File: src/rtl/shf_pkg.sv
package shf_pkg;
  typedef enum logic [2:0] {
    OP_LOG   = 3'd0,
    OP_ARI   = 3'd1,
    OP_NORM  = 3'd2,
    OP_DENRM = 3'd3,
    OP_EXPO  = 3'd4
  } shf_op_e;
endpackage

File: src/rtl/shf_lead_sign.sv
module shf_lead_sign #(
  parameter int DATA_W = 16,
  localparam int EXP_W = $clog2(DATA_W)
) (
  input  logic [DATA_W-1:0] d,
  output logic [EXP_W-1:0]  nsign
);
  logic run;

  always_comb begin
    run   = 1'b1;
    nsign = '0;
    for (int i = DATA_W-2; i >= 0; i--) begin
      if (run && (d[i] == d[DATA_W-1])) nsign = nsign + 1'b1;
      else run = 1'b0;
    end
  end
endmodule

File: src/rtl/shf_barrel.sv
module shf_barrel #(
  parameter int RES_W = 32,
  parameter int CW    = 9,
  localparam int AMT_W = $clog2(RES_W)
) (
  input  logic [RES_W-1:0]  src,
  input  logic signed [CW-1:0] sc,
  input  logic              arith,
  output logic [RES_W-1:0]  dout
);
  logic [CW-1:0]    mag;
  logic             go_left;
  logic             sat;
  logic             fill;
  logic [AMT_W-1:0] amt;
  logic [RES_W-1:0] lft [0:AMT_W];
  logic [RES_W-1:0] rgt [0:AMT_W];

  assign go_left = ~sc[CW-1];
  assign mag     = go_left ? sc : -sc;
  assign sat     = (mag >= CW'(RES_W));
  assign amt     = mag[AMT_W-1:0];
  assign fill    = arith & src[RES_W-1];
  assign lft[0]  = src;
  assign rgt[0]  = src;

  for (genvar k = 0; k < AMT_W; k++) begin : g_stage
    localparam int SH = 1 << k;
    assign lft[k+1] = amt[k] ? {lft[k][RES_W-1-SH:0], {SH{1'b0}}} : lft[k];
    assign rgt[k+1] = amt[k] ? {{SH{fill}}, rgt[k][RES_W-1:SH]} : rgt[k];
  end

  always_comb begin
    if (go_left) dout = sat ? '0 : lft[AMT_W];
    else         dout = sat ? {RES_W{fill}} : rgt[AMT_W];
  end
endmodule

File: src/rtl/norm_shifter_top.sv
module norm_shifter_top
  import shf_pkg::*;
#(
  parameter int DATA_W  = 16,
  parameter int CNT_W   = 8,
  parameter bit HAS_BLK = 1'b1,
  localparam int RES_W  = 2*DATA_W,
  localparam int EXP_W  = $clog2(DATA_W),
  localparam int CW     = CNT_W + 1
) (
  input  logic              clk,
  input  logic              rst_n,
  input  logic              issue,
  input  logic [2:0]        op,
  input  logic              hi_sel,
  input  logic [CNT_W-1:0]  shamt,
  input  logic [DATA_W-1:0] din,
  input  logic              blk_clr,
  output logic [RES_W-1:0]  res_q,
  output logic [EXP_W-1:0]  exp_q,
  output logic              res_vld,
  output logic [EXP_W-1:0]  blk_exp
);
  shf_op_e             opc;
  logic                ext;
  logic [RES_W-1:0]    placed;
  logic [EXP_W-1:0]    nsign;
  logic signed [CW-1:0] cnt_s;
  logic signed [CW-1:0] sc;
  logic                arith;
  logic [RES_W-1:0]    shifted;
  logic [RES_W-1:0]    res_d;
  logic [EXP_W-1:0]    exp_d;
  logic                res_en;
  logic                exp_en;

  assign opc    = shf_op_e'(op);
  assign ext    = (opc == OP_LOG) ? 1'b0 : din[DATA_W-1];
  assign placed = hi_sel ? {din, {DATA_W{1'b0}}} : {{DATA_W{ext}}, din};
  assign cnt_s  = {shamt[CNT_W-1], shamt};
  assign arith  = (opc != OP_LOG);

  shf_lead_sign #(.DATA_W(DATA_W)) i_lsd (
    .d     (din),
    .nsign (nsign)
  );

  always_comb begin
    unique case (opc)
      OP_NORM:  sc = CW'(nsign);
      OP_DENRM: sc = -cnt_s;
      default:  sc = cnt_s;
    endcase
  end

  shf_barrel #(.RES_W(RES_W), .CW(CW)) i_bar (
    .src   (placed),
    .sc    (sc),
    .arith (arith),
    .dout  (shifted)
  );

  always_comb begin
    res_d  = res_q;
    exp_d  = exp_q;
    res_en = 1'b0;
    exp_en = 1'b0;
    if (issue) begin
      case (opc)
        OP_LOG, OP_ARI, OP_DENRM: begin
          res_en = 1'b1;
          res_d  = shifted;
        end
        OP_NORM: begin
          res_en = 1'b1;
          exp_en = 1'b1;
          res_d  = shifted;
          exp_d  = nsign;
        end
        OP_EXPO: begin
          res_en = 1'b1;
          exp_en = 1'b1;
          res_d  = placed;
          exp_d  = nsign;
        end
        default: ;
      endcase
    end
  end

  always_ff @(posedge clk or negedge rst_n) begin
    if (!rst_n) begin
      res_q   <= '0;
      exp_q   <= '0;
      res_vld <= 1'b0;
    end else begin
      res_vld <= issue;
      if (res_en) res_q <= res_d;
      if (exp_en) exp_q <= exp_d;
    end
  end

  if (HAS_BLK) begin : g_blk
    logic [EXP_W-1:0] blk_d;
    logic             blk_en;
    logic             upd;

    assign upd = issue && (opc == OP_EXPO);

    always_comb begin
      blk_en = upd | blk_clr;
      blk_d  = blk_exp;
      if (upd && (blk_clr || (nsign < blk_exp))) blk_d = nsign;
      else if (blk_clr)                          blk_d = EXP_W'(DATA_W-1);
    end

    always_ff @(posedge clk or negedge rst_n) begin
      if (!rst_n)      blk_exp <= EXP_W'(DATA_W-1);
      else if (blk_en) blk_exp <= blk_d;
    end

    p_blk_min_r8: assert property (@(posedge clk) disable iff (!rst_n)
      (upd && !blk_clr) |=> (blk_exp <= $past(blk_exp)));
    p_blk_clr_r8: assert property (@(posedge clk) disable iff (!rst_n)
      (upd && blk_clr) |=> (blk_exp == exp_q));
  end else begin : g_noblk
    assign blk_exp = EXP_W'(DATA_W-1);
  end

  p_vld_r9: assert property (@(posedge clk) disable iff (!rst_n)
    issue |=> res_vld);
  p_idle_r9: assert property (@(posedge clk) disable iff (!rst_n)
    !issue |=> (!res_vld && $stable(res_q) && $stable(exp_q)));
  p_norm_r6: assert property (@(posedge clk) disable iff (!rst_n)
    (issue && opc == OP_NORM && hi_sel) |=>
      ((res_q == '0) || (res_q[RES_W-1] != res_q[RES_W-2])));
  p_sat_r3: assert property (@(posedge clk) disable iff (!rst_n)
    (issue && opc == OP_LOG && ($signed(shamt) >= 32 || $signed(shamt) <= -32)) |=>
      (res_q == '0));
endmodule

File: config.mk
export PLATFORM = sky130hd
export DESIGN_NAME = norm_shifter_top
export DESIGN_NICKNAME = d
export VERILOG_FILES = /design/src/rtl/shf_pkg.sv /design/src/rtl/shf_lead_sign.sv /design/src/rtl/shf_barrel.sv /design/src/rtl/norm_shifter_top.sv
export SDC_FILE = /design/constraint.sdc
export NUM_CORES = 1
export LEC_CHECK = 0
export ABC_AREA = 0
export BUFFER_PORTS_ARGS = -buffer_cell sky130_fd_sc_hd__buf_4
export CAP_MARGIN = 10
export CORE_UTILIZATION = 35
export DETAILED_ROUTE_END_ITERATION = 12
export PLACE_DENSITY_LB_ADDON = 0.1
export SLEW_MARGIN = 20
export SYNTH_ARGS = -nofsm -noshare
export SYNTH_HDL_FRONTEND = slang
export SYNTH_HIERARCHICAL = 1
export SYNTH_SLANG_ARGS = --single-unit
File: constraint.sdc
create_clock -name clk -period 2.08 [get_ports clk]
set_input_delay 0.104 -clock clk [delete_from_list [all_inputs] [get_ports clk]]
set_output_delay 0.104 -clock clk [all_outputs]
set_load 0.05 [all_outputs]
# Yosys cells after proc, flatten, opt, wreduce, memory -nomap -nowiden
# Index checks and enable logic that the tools add are counted.
# totals
regBits	41
latchBits	0
ramBits	0
rom_bits	0
in_bits	32
word_cells	123
mem_count	0
# classes
addsub	16
n_mul	0
div	0
magnitude_cmp	2
n_eq_ne	19
shift	0
mux	53
bitwise_logic	2
n_reduce_logical	27
# op_table
operator	n
$mux 32	14
$mux 4	16
$pmux 32 s2	1
$add 4x1->4 const B	14
$mux 1	20
$pmux 9 s2	1
$logic_and 1x1->1	16
$eq 1x1->1	15
$ge 9x6->1 const B	1
$mux 9	1
$neg 8->9	1
$neg 9->9	1
$eq 3x2->1 const B	2
$reduce_and 3->1	2
$reduce_or 5->1	1
$lt 4x4->1	1
$reduce_bool 2->1	2
$reduce_or 4->1	1
$eq 3x1->1 const B	1
$eq 3x3->1 const B	1
$logic_not 3->1	1
$reduce_bool 3->1	1
$reduce_and 2->1	1
$reduce_or 2->1	1
other kinds (3)	3

# Depth between registers and ports, before layout
# Gate-level depths: netlist of the first run.
# logic_depth
word_depth	41
depth_mapped	52

# Cells and area by module
# Netlist of the first run, hierarchy kept.
# by_module_without_submodules
module	n_inst	cells_per_inst	area_each_um2	seq_area_each_um2
shf_barrel	1	517	3704.8	0.0
norm_shifter_top	1	273	2578.7	1031.0
shf_lead_sign	1	221	1475.2	0.0

# Least setup slack after synthesis of the first run
# Ideal clock, no wire load.
# synth_path
kind	input-to-reg
start	in din[15]
end	reg res_q[17]
arrival_ns	8.600
required_ns	1.951
setup_slack_ns	-6.649
stages	51
path_buffers	6
cell_sequence	buf_2 buf_4 buf_2 nand2_1 a21oi_1 o21bai_1 ha_1 a21o_1 and2_1 clkbuf_1 ha_1 o21a_1 a21o_1 o21ai_0 o211a_1 ha_1 mux2i_1 a21oi_1 [15 not listed] nor2_1 a21oi_1 o21ai_0 a21oi_1 nor2_1 mux2i_1 o21ai_0 inv_1 ha_1 nand2b_1 xor2_1 clkbuf_1 clkbuf_1 o211ai_1 a21oi_1 o22ai_1 o2bb2ai_1 o21ai_0
# synth_between
word_cells_on_any_way	93
# synth_lines
element	line	source
from (decl)	norm_shifter_top.sv:17	input logic [DATA_W-1:0] din,
$eq 1x1->1	shf_lead_sign.sv:14	if (run && (d[i] == d[DATA_W-1])) nsign = nsign + 1'b1;
$mux 1	shf_lead_sign.sv:14	
$add 4x1->4 or $logic_and 1x1->1 (tied branches)	shf_lead_sign.sv:14	
$mux 4 or $mux 1 (tied branches)	shf_lead_sign.sv:14	
$add 4x1->4 or $logic_and 1x1->1 (tied branches)	shf_lead_sign.sv:14	
$mux 4 or $mux 1 (tied branches)	shf_lead_sign.sv:14	
$add 4x1->4 or $logic_and 1x1->1 (tied branches)	shf_lead_sign.sv:14	
$mux 4 or $mux 1 (tied branches)	shf_lead_sign.sv:14	
[22 not listed]	-	
named net nsign[1]	norm_shifter_top.sv:27	logic [EXP_W-1:0] nsign;
$pmux 9 s2 *	norm_shifter_top.sv:49	unique case (opc)
named net sc[1]	norm_shifter_top.sv:29	logic signed [CW-1:0] sc;
$neg 9->9	shf_barrel.sv:20	assign mag = go_left ? sc : -sc;
$mux 9 *	shf_barrel.sv:20	
parallel branches: the longest is 5 deep, another holds $ge 9x6->1	-	
$mux 32 *	shf_barrel.sv:34	if (go_left) dout = sat ? '0 : lft[AMT_W];
named net shifted[17]	norm_shifter_top.sv:31	logic [RES_W-1:0] shifted;
$pmux 32 s2 *	norm_shifter_top.sv:69	case (opc)
to (signal assigned)	norm_shifter_top.sv:98	if (res_en) res_q <= res_d;
to (decl)	norm_shifter_top.sv:19	output logic [RES_W-1:0] res_q,
# Mark *: on every way through the listed nets, which the timed path passes.
# A chain may end at the register's enable or synchronous reset.

# Worst setup path after layout of the first run
# layout_path
start	in din[14]
end	reg res_q[18]
# layout_between
word_cells_on_any_way	77
# layout_lines
element	line
$eq 1x1->1 *	shf_lead_sign.sv:14
$mux 1	shf_lead_sign.sv:14
$add 4x1->4 or $logic_and 1x1->1 (tied branches)	shf_lead_sign.sv:14
$mux 4 or $mux 1 (tied branches)	shf_lead_sign.sv:14
$add 4x1->4 or $logic_and 1x1->1 (tied branches)	shf_lead_sign.sv:14
$mux 4 or $mux 1 (tied branches)	shf_lead_sign.sv:14
$add 4x1->4 or $logic_and 1x1->1 (tied branches)	shf_lead_sign.sv:14
$mux 4 or $mux 1 (tied branches)	shf_lead_sign.sv:14
[22 not listed]	-
named net nsign[1]	norm_shifter_top.sv:27
$pmux 9 s2 *	norm_shifter_top.sv:49
named net sc[1]	norm_shifter_top.sv:29
$neg 9->9	shf_barrel.sv:20
$mux 9 *	shf_barrel.sv:20
parallel branches: the longest is 5 deep, another holds $ge 9x6->1	-
$mux 32 *	shf_barrel.sv:34
named net shifted[18]	norm_shifter_top.sv:31
$pmux 32 s2 *	norm_shifter_top.sv:69
# Marked as above.

==> results.tsv, run 1 <==
metric	value	unit
critical_path.endpoint_type	register	
p_sw	3.43	mW
max_stage_delay	0.34	ns
wl_met3	2.74	mm
grt_pass1_wl	54.4	mm
swShare	0.463	
area_delta_synth_final	73.5	%
finClkSkew	0.00534	ns
die-height	151	um
worst-path-stages	50	
dp_hpwl	28.4	mm
hold_slack	0.104	ns
ys_types	96	
final_nets	1484	
post-place-ws	-6.36	ns
num_rows	54	
fin_tns_setup	-210.96	ns
start_util	0.357	
diodes	0	
r2r_cells	7	
power_density	550	mW/mm2
cts_root_buffer	clkbuf_16	
drv_slew	0	
gp_congestion	0.969	
cts_sinks	41	
power	7.41	mW
grt_max_degree	65	
port_buffers	72	
crit_family	compound AO/OA/AOI/OAI gates	
cp.arrival	8.07	ns
power_frac_seq	0.133	
status	finished with violations	
grt_pass1_vias	9413	
synth_cells	1011	
overflow	0	
synth_fp_nets	1060	
yosysWarnings	6	
dieArea	0.0228	mm2
num_vias	9770	
fmax	127	MHz
finalSetupViolations	40	
synthArstFlopShare	1.00	
synth_seq_area_share	0.133	
synth_edf_count	0	
worst_setup_path_start_kind	primary input	
finalCritPeriodShare	3.77	
cp_max_fo	5	
required	2.30	ns
max_cap_violations	0	
cts_made_buffers	5	
power_frac_comb	0.754	
p_leak	6.07	nW
drc_errors	0	
syn_area_per_cell	7.67	um2
clockBufferDepth	2	
netlist_area	0.00776	mm2
critPathBufInv	7	
hold_path_class	primary input to register	
worst_pin_slew	0.610	ns
ioPinCount	73	
seq_area	0.00103	mm2
cellInternalPower	3.98	mW
multiInputGateArea	0.00763	mm2
crit_type	primary input to register	
rsz0062_at_grt	true	
grtUsageTotal	0.321	
htreeDepth	2	
clk_latency	0.29	ns
irDropWorstVdd	0.331	mV
ys_seq_elements	41	
layout-drive-gt1-share	0.529	
drtAntennaViolNets	0	
fp.dieW	151	um
maxSlewHeadroom	0.589	
p_clk_frac	0.113	
finalHoldViolations	0	
min_path_cells	2	
viasPerCell	5.69	
setup_slack	-5.77	ns
period_minus_slack	7.85	ns
cp_slowest_cell	ha_2	
dr_wl_met2	17.2	mm
wl_met1	15.3	mm
first_pass_iters	5	
core	0.0218	mm2
nFillCells	1899	
synth_ff_type	dfrtp_1	
drtIter0Drc	628	
wire_per_inst	21.5	um
violations	setup timing	
routed.top_layer	met4	
tritoncts	yes	
clk_pin_slew	0.07	ns
drt_wl_total	36.8	mm
antenna_found_initial	0	
-- worst paths after layout --
| check | to | startpoint | slack (ns) |
|---|---|---|---|
| max in group asynchronous | blk_exp[3]$_DFFE_PN1P_ | rst_n | 1.33 |
| min in group asynchronous | res_q[24]$_DFFE_PN0P_ | rst_n | 0.34 |
| worst max-delay path | res_q[18]$_DFFE_PN0P_ | din[14] | -5.77 |
| worst min register to register | res_q[22]$_DFFE_PN0P_ | res_q[22]$_DFFE_PN0P_ | 0.48 |
| worst max register to register | blk_exp[2]$_DFFE_PN1P_ | blk_exp[1]$_DFFE_PN1P_ | 0.34 |
| worst min-delay path | blk_exp[2]$_DFFE_PN1P_ | blk_clr | 0.10 |
-- placed cells by master, fill, tap and decap left out, types with 8 or more instances in the layout --
cell       instances
a21oi_1           30
nor2_2             9
and2_1            10
mux2i_2           21
o2bb2ai_2         12
o211ai_1          20
dfrtp_1           37
o21ai_1           39
nor2b_1            8
a21o_1             8
mux2i_4           29
nor3_1             9
buf_12            24
nand3_1           37
nand3_2           13
mux2i_1          108
and2b_2            8
buf_6             37
o21a_1             8
ha_4               8
nand2b_1          13
inv_1             17
nand2_1          160
nor2_1            52
o21ai_0           18
a21oi_2           10
o21ai_2           21
mux4_2            14
buf_4            421
-- routing by layer --
layer	vias to the layer above	GRT usage
met4	0	0.138
met5	-	0
met1	4679	0.415
met3	92	0.0569
met2	387	0.523
li1	4612	-
-- flip-flops by register name (all words and copies together) (netlist names) --
| signal | cells |
|---|---|
| exp_q | 4 |
| res_vld | 1 |
| blk_exp | 4 |
| res_q | 32 |
-- power by group through the flow --
stage                     sequential [mW]  combinational [mW]  clock (mW)
final                               0.983                5.59       0.839
after detailed placement            0.994                4.42           0
after global placement              0.995                4.41           0
after global routing                0.996                5.83       0.889
after floorplan                      1.36                2.04           0
after CTS                           0.981                5.17       0.851
-- stage by stage --
stage          instance area (um2)   util  instances
2_1_floorplan                 8070      -       1011
3_3_place_gp                 11400  0.526       1652
3_5_place_dp                 11400  0.526       1652
4_1_cts                      12900  0.595       1706
5_1_grt                      13500  0.619       1716
6_report                     13500  0.619       1716
-- synth_stat cells (all sizes together) (5+ instances only) --
master | instances | area, um2
o211ai | 22 | 175
o22ai | 7 | 43.8
and2 | 12 | 75.1
nand3 | 52 | 260
clkbuf | 36 | 139
a21boi | 5 | 37.5
inv | 20 | 75.1
a211oi | 9 | 80.1
a221oi | 7 | 61.3
a22oi | 10 | 80.1
mux2 | 11 | 124
nand2 | 167 | 632
mux4 | 14 | 315
a21oi | 45 | 233
or3 | 5 | 41.3
and3 | 5 | 36.3
a31oi | 7 | 43.8
mux2i | 158 | 1590
nor3 | 12 | 71.3
o2bb2ai | 16 | 196
xnor2 | 14 | 138
nor2b | 10 | 72.6
or2 | 7 | 43.8
o21a | 9 | 68.8
o221ai | 6 | 65.1
o21ai | 85 | 463
ha | 17 | 213
dfrtp | 37 | 926
and2b | 8 | 70.1
nand2b | 15 | 93.8
xor2 | 8 | 70.1
nor2 | 64 | 243
buf | 37 | 259
a21o | 9 | 75.1
-- area by class of cell --
class / count / area share
Clock buffer: 8 / 0.0109
Inverter: 20 / 0.00558
Multi-Input combinational cell: 877 / 0.567
Sequential cell: 41 / 0.0766
Tap cell: 280 / 0.0260
Timing Repair Buffer: 490 / 0.314
-- cell families after synthesis --
kind of cell,synth area share
buf+inv,0.0610
compound gates,0.259
simple gates,0.232
mux,0.261
fa+ha+maj,0.0274
flops,0.133
xor+xnor,0.0268
-- repair_timing --
action	CTS	global route
resized for setup	184	89
pin swaps	64	57
gates cloned	4	0
hold buffers	2	0
setup buffers	45	12
endpoints found under the setup margin	40	40
endpoints found under the hold margin	38	0
(Power assumes the default switching activity.)
==> run 2, diff against run 1 <==
Settings changed: CELL_PAD_IN_SITES_DETAIL_PLACEMENT from default to 1, CELL_PAD_IN_SITES_GLOBAL_PLACEMENT from default to 2.
==> results.tsv, run 2 (synthesized netlist as in run 1, its figures left out) <==
metric	value	unit	change
reg2reg_slack	0.41	ns	+0.07 ns
rsz0062_at_grt	true		
period_minus_slack	8.11	ns	+0.265 ns
fin_tns_setup	-215.49	ns	-4.54 ns
grt_pass1_wl	59.7	mm	+9.7%
regMostFlops	res_q		
num_vias	10300		+5.8%
layout-drive-gt1-share	0.532		+0.00305
final_cell_area	0.0132	mm2	-2.1%
cts_sinks	41		unchanged
dp_cells	1641		-0.67%
critical_path.endpoint_type	register		
num_rows	54		unchanged
finalSetupViolations	40		unchanged
die-height	151	um	unchanged
reg.largest.list	res_q: 32 flops, blk_exp: 4 flops, exp_q: 4 flops		
required	2.27	ns	-0.03 ns
crit_family	compound AO/OA/AOI/OAI gates		
cp.arrival	8.30	ns	+0.23 ns
final_cell_mix	434 x buf_4, 160 x nand2_1, 104 x mux2i_1		
finalCritPeriodShare	3.90		+0.128
maxSlewHeadroom	0.518		-0.0714
clk_pin_slew	0.07	ns	about the same
finClkSkew	0.00500	ns	-0.000345 ns
worst_pin_slew	0.703	ns	+0.0935 ns
place_area	0.0113	mm2	-1.6%
drv_slew	0		unchanged
htreeDepth	2		unchanged
p_leak	5.94	nW	-2.1%
setup_slack	-6.03	ns	-0.265 ns
critPathBufInv	7		unchanged
final_nets	1472		-0.81%
stdcell_count	1704		-0.70%
antenna_found_initial	0		unchanged
dieArea	0.0228	mm2	unchanged
cts_root_buffer	clkbuf_16		
cts_made_buffers	5		unchanged
grt_max_degree	47		-28%
overflow	0		unchanged
drt_wl_total	42.6	mm	+16%
largest_reg_flops	32		unchanged
drc_errors	0		unchanged
clk_latency	0.31	ns	+0.02 ns
diodes	0		unchanged
status	finished with violations		
max_cap_violations	0		unchanged
gp_congestion	0.974		+0.55%
viasPerCell	6.07		+6.6%
port_buffers	72		unchanged
violations	setup timing		
hold_path_class	primary input to register		
fp.dieW	151	um	unchanged
start_util	0.357		unchanged
dp_hpwl	30.0	mm	+5.6%
first_pass_iters	5		unchanged
final_util	0.606		-0.0131
grtUsageTotal	0.347		+0.0260
drtIter0Drc	782		+25%
clockBufferDepth	2		unchanged
ioPinCount	73		unchanged
crit_type	primary input to register		
max_stage_delay	0.52	ns	+0.18 ns
wire_per_inst	25.0	um	+16%
tritoncts	yes		
drtAntennaViolNets	0		unchanged
cp_max_fo	9		+4
hold_slack	0.0912	ns	-0.0130 ns
area_delta_synth_final	69.8	%	
final_common_cell	buf_4		
worst_setup_path_start_kind	primary input		
cp_slowest_cell	or4_4		
power_density	568	mW/mm2	+3.2%
grt_pass1_vias	10200		+8.6%
core	0.0218	mm2	unchanged
fmax	123	MHz	-3.3%
irDropWorstVdd	0.455	mV	+37%
finalHoldViolations	0		unchanged
run 2: timing repair:
action	CTS	global route
cloned	4	3
pin swaps	54	38
endpoints found under the setup margin	40	40
hold buffers	2	0
gates resized for setup	166	81
setup buffers	32	16
hold endpoints to repair	38	0
run 2: through the flow:
stage	setup slack (ns)	power, mW
floorplan	-5.85	3.40
global placement	-6.37	5.23
detailed placement	-6.57	5.31
CTS	-5.77	6.84
global route	-6.43	7.72
finish	-6.03	7.48
run 2: metal layers:
| layer | up-vias | global-route usage | share of wire |
|---|---|---|---|
| li1 | 4582 | - | - |
| met5 | - | 0 | 0 |
| met2 | 479 | 0.586 | 0.48 |
| met4 | 0 | 0.141 | 0.051 |
| met1 | 5117 | 0.445 | 0.41 |
| met3 | 160 | 0.0437 | 0.064 |
run 2: report_power, final:
part / total [mW] / internal (mW) / switching [mW]
sequential: 0.989 / 0.908 / 0.0808
combinational: 5.63 / 2.49 / 3.13
clock: 0.864 / 0.453 / 0.411
total: 7.48 / 3.86 / 3.63
run 2: worst paths after layout:
path                            cells past startpoint                     end                   start
worst max-delay path                               49   res_q[31]$_DFFE_PN0P_                 din[14]
worst min-delay path                                2  blk_exp[2]$_DFFE_PN1P_                 blk_clr
worst max register to register                      6  blk_exp[3]$_DFFE_PN1P_  blk_exp[1]$_DFFE_PN1P_
worst min register to register                      2   res_q[26]$_DFFE_PN0P_   res_q[26]$_DFFE_PN0P_
max in group asynchronous                           2       res_vld$_DFF_PN0_                   rst_n
min in group asynchronous                           2   res_q[21]$_DFFE_PN0P_                   rst_n
run 2: final cells by class:
cell class                 count  area, um2
sequential                    41       1030
clock inverter                 3       25.0
inverter                      20       75.1
timing repair buffer         478       3990
multi-input combinational    877       7580
clock buffer                   5        125
tap                          280        350
fill                        2552       8580
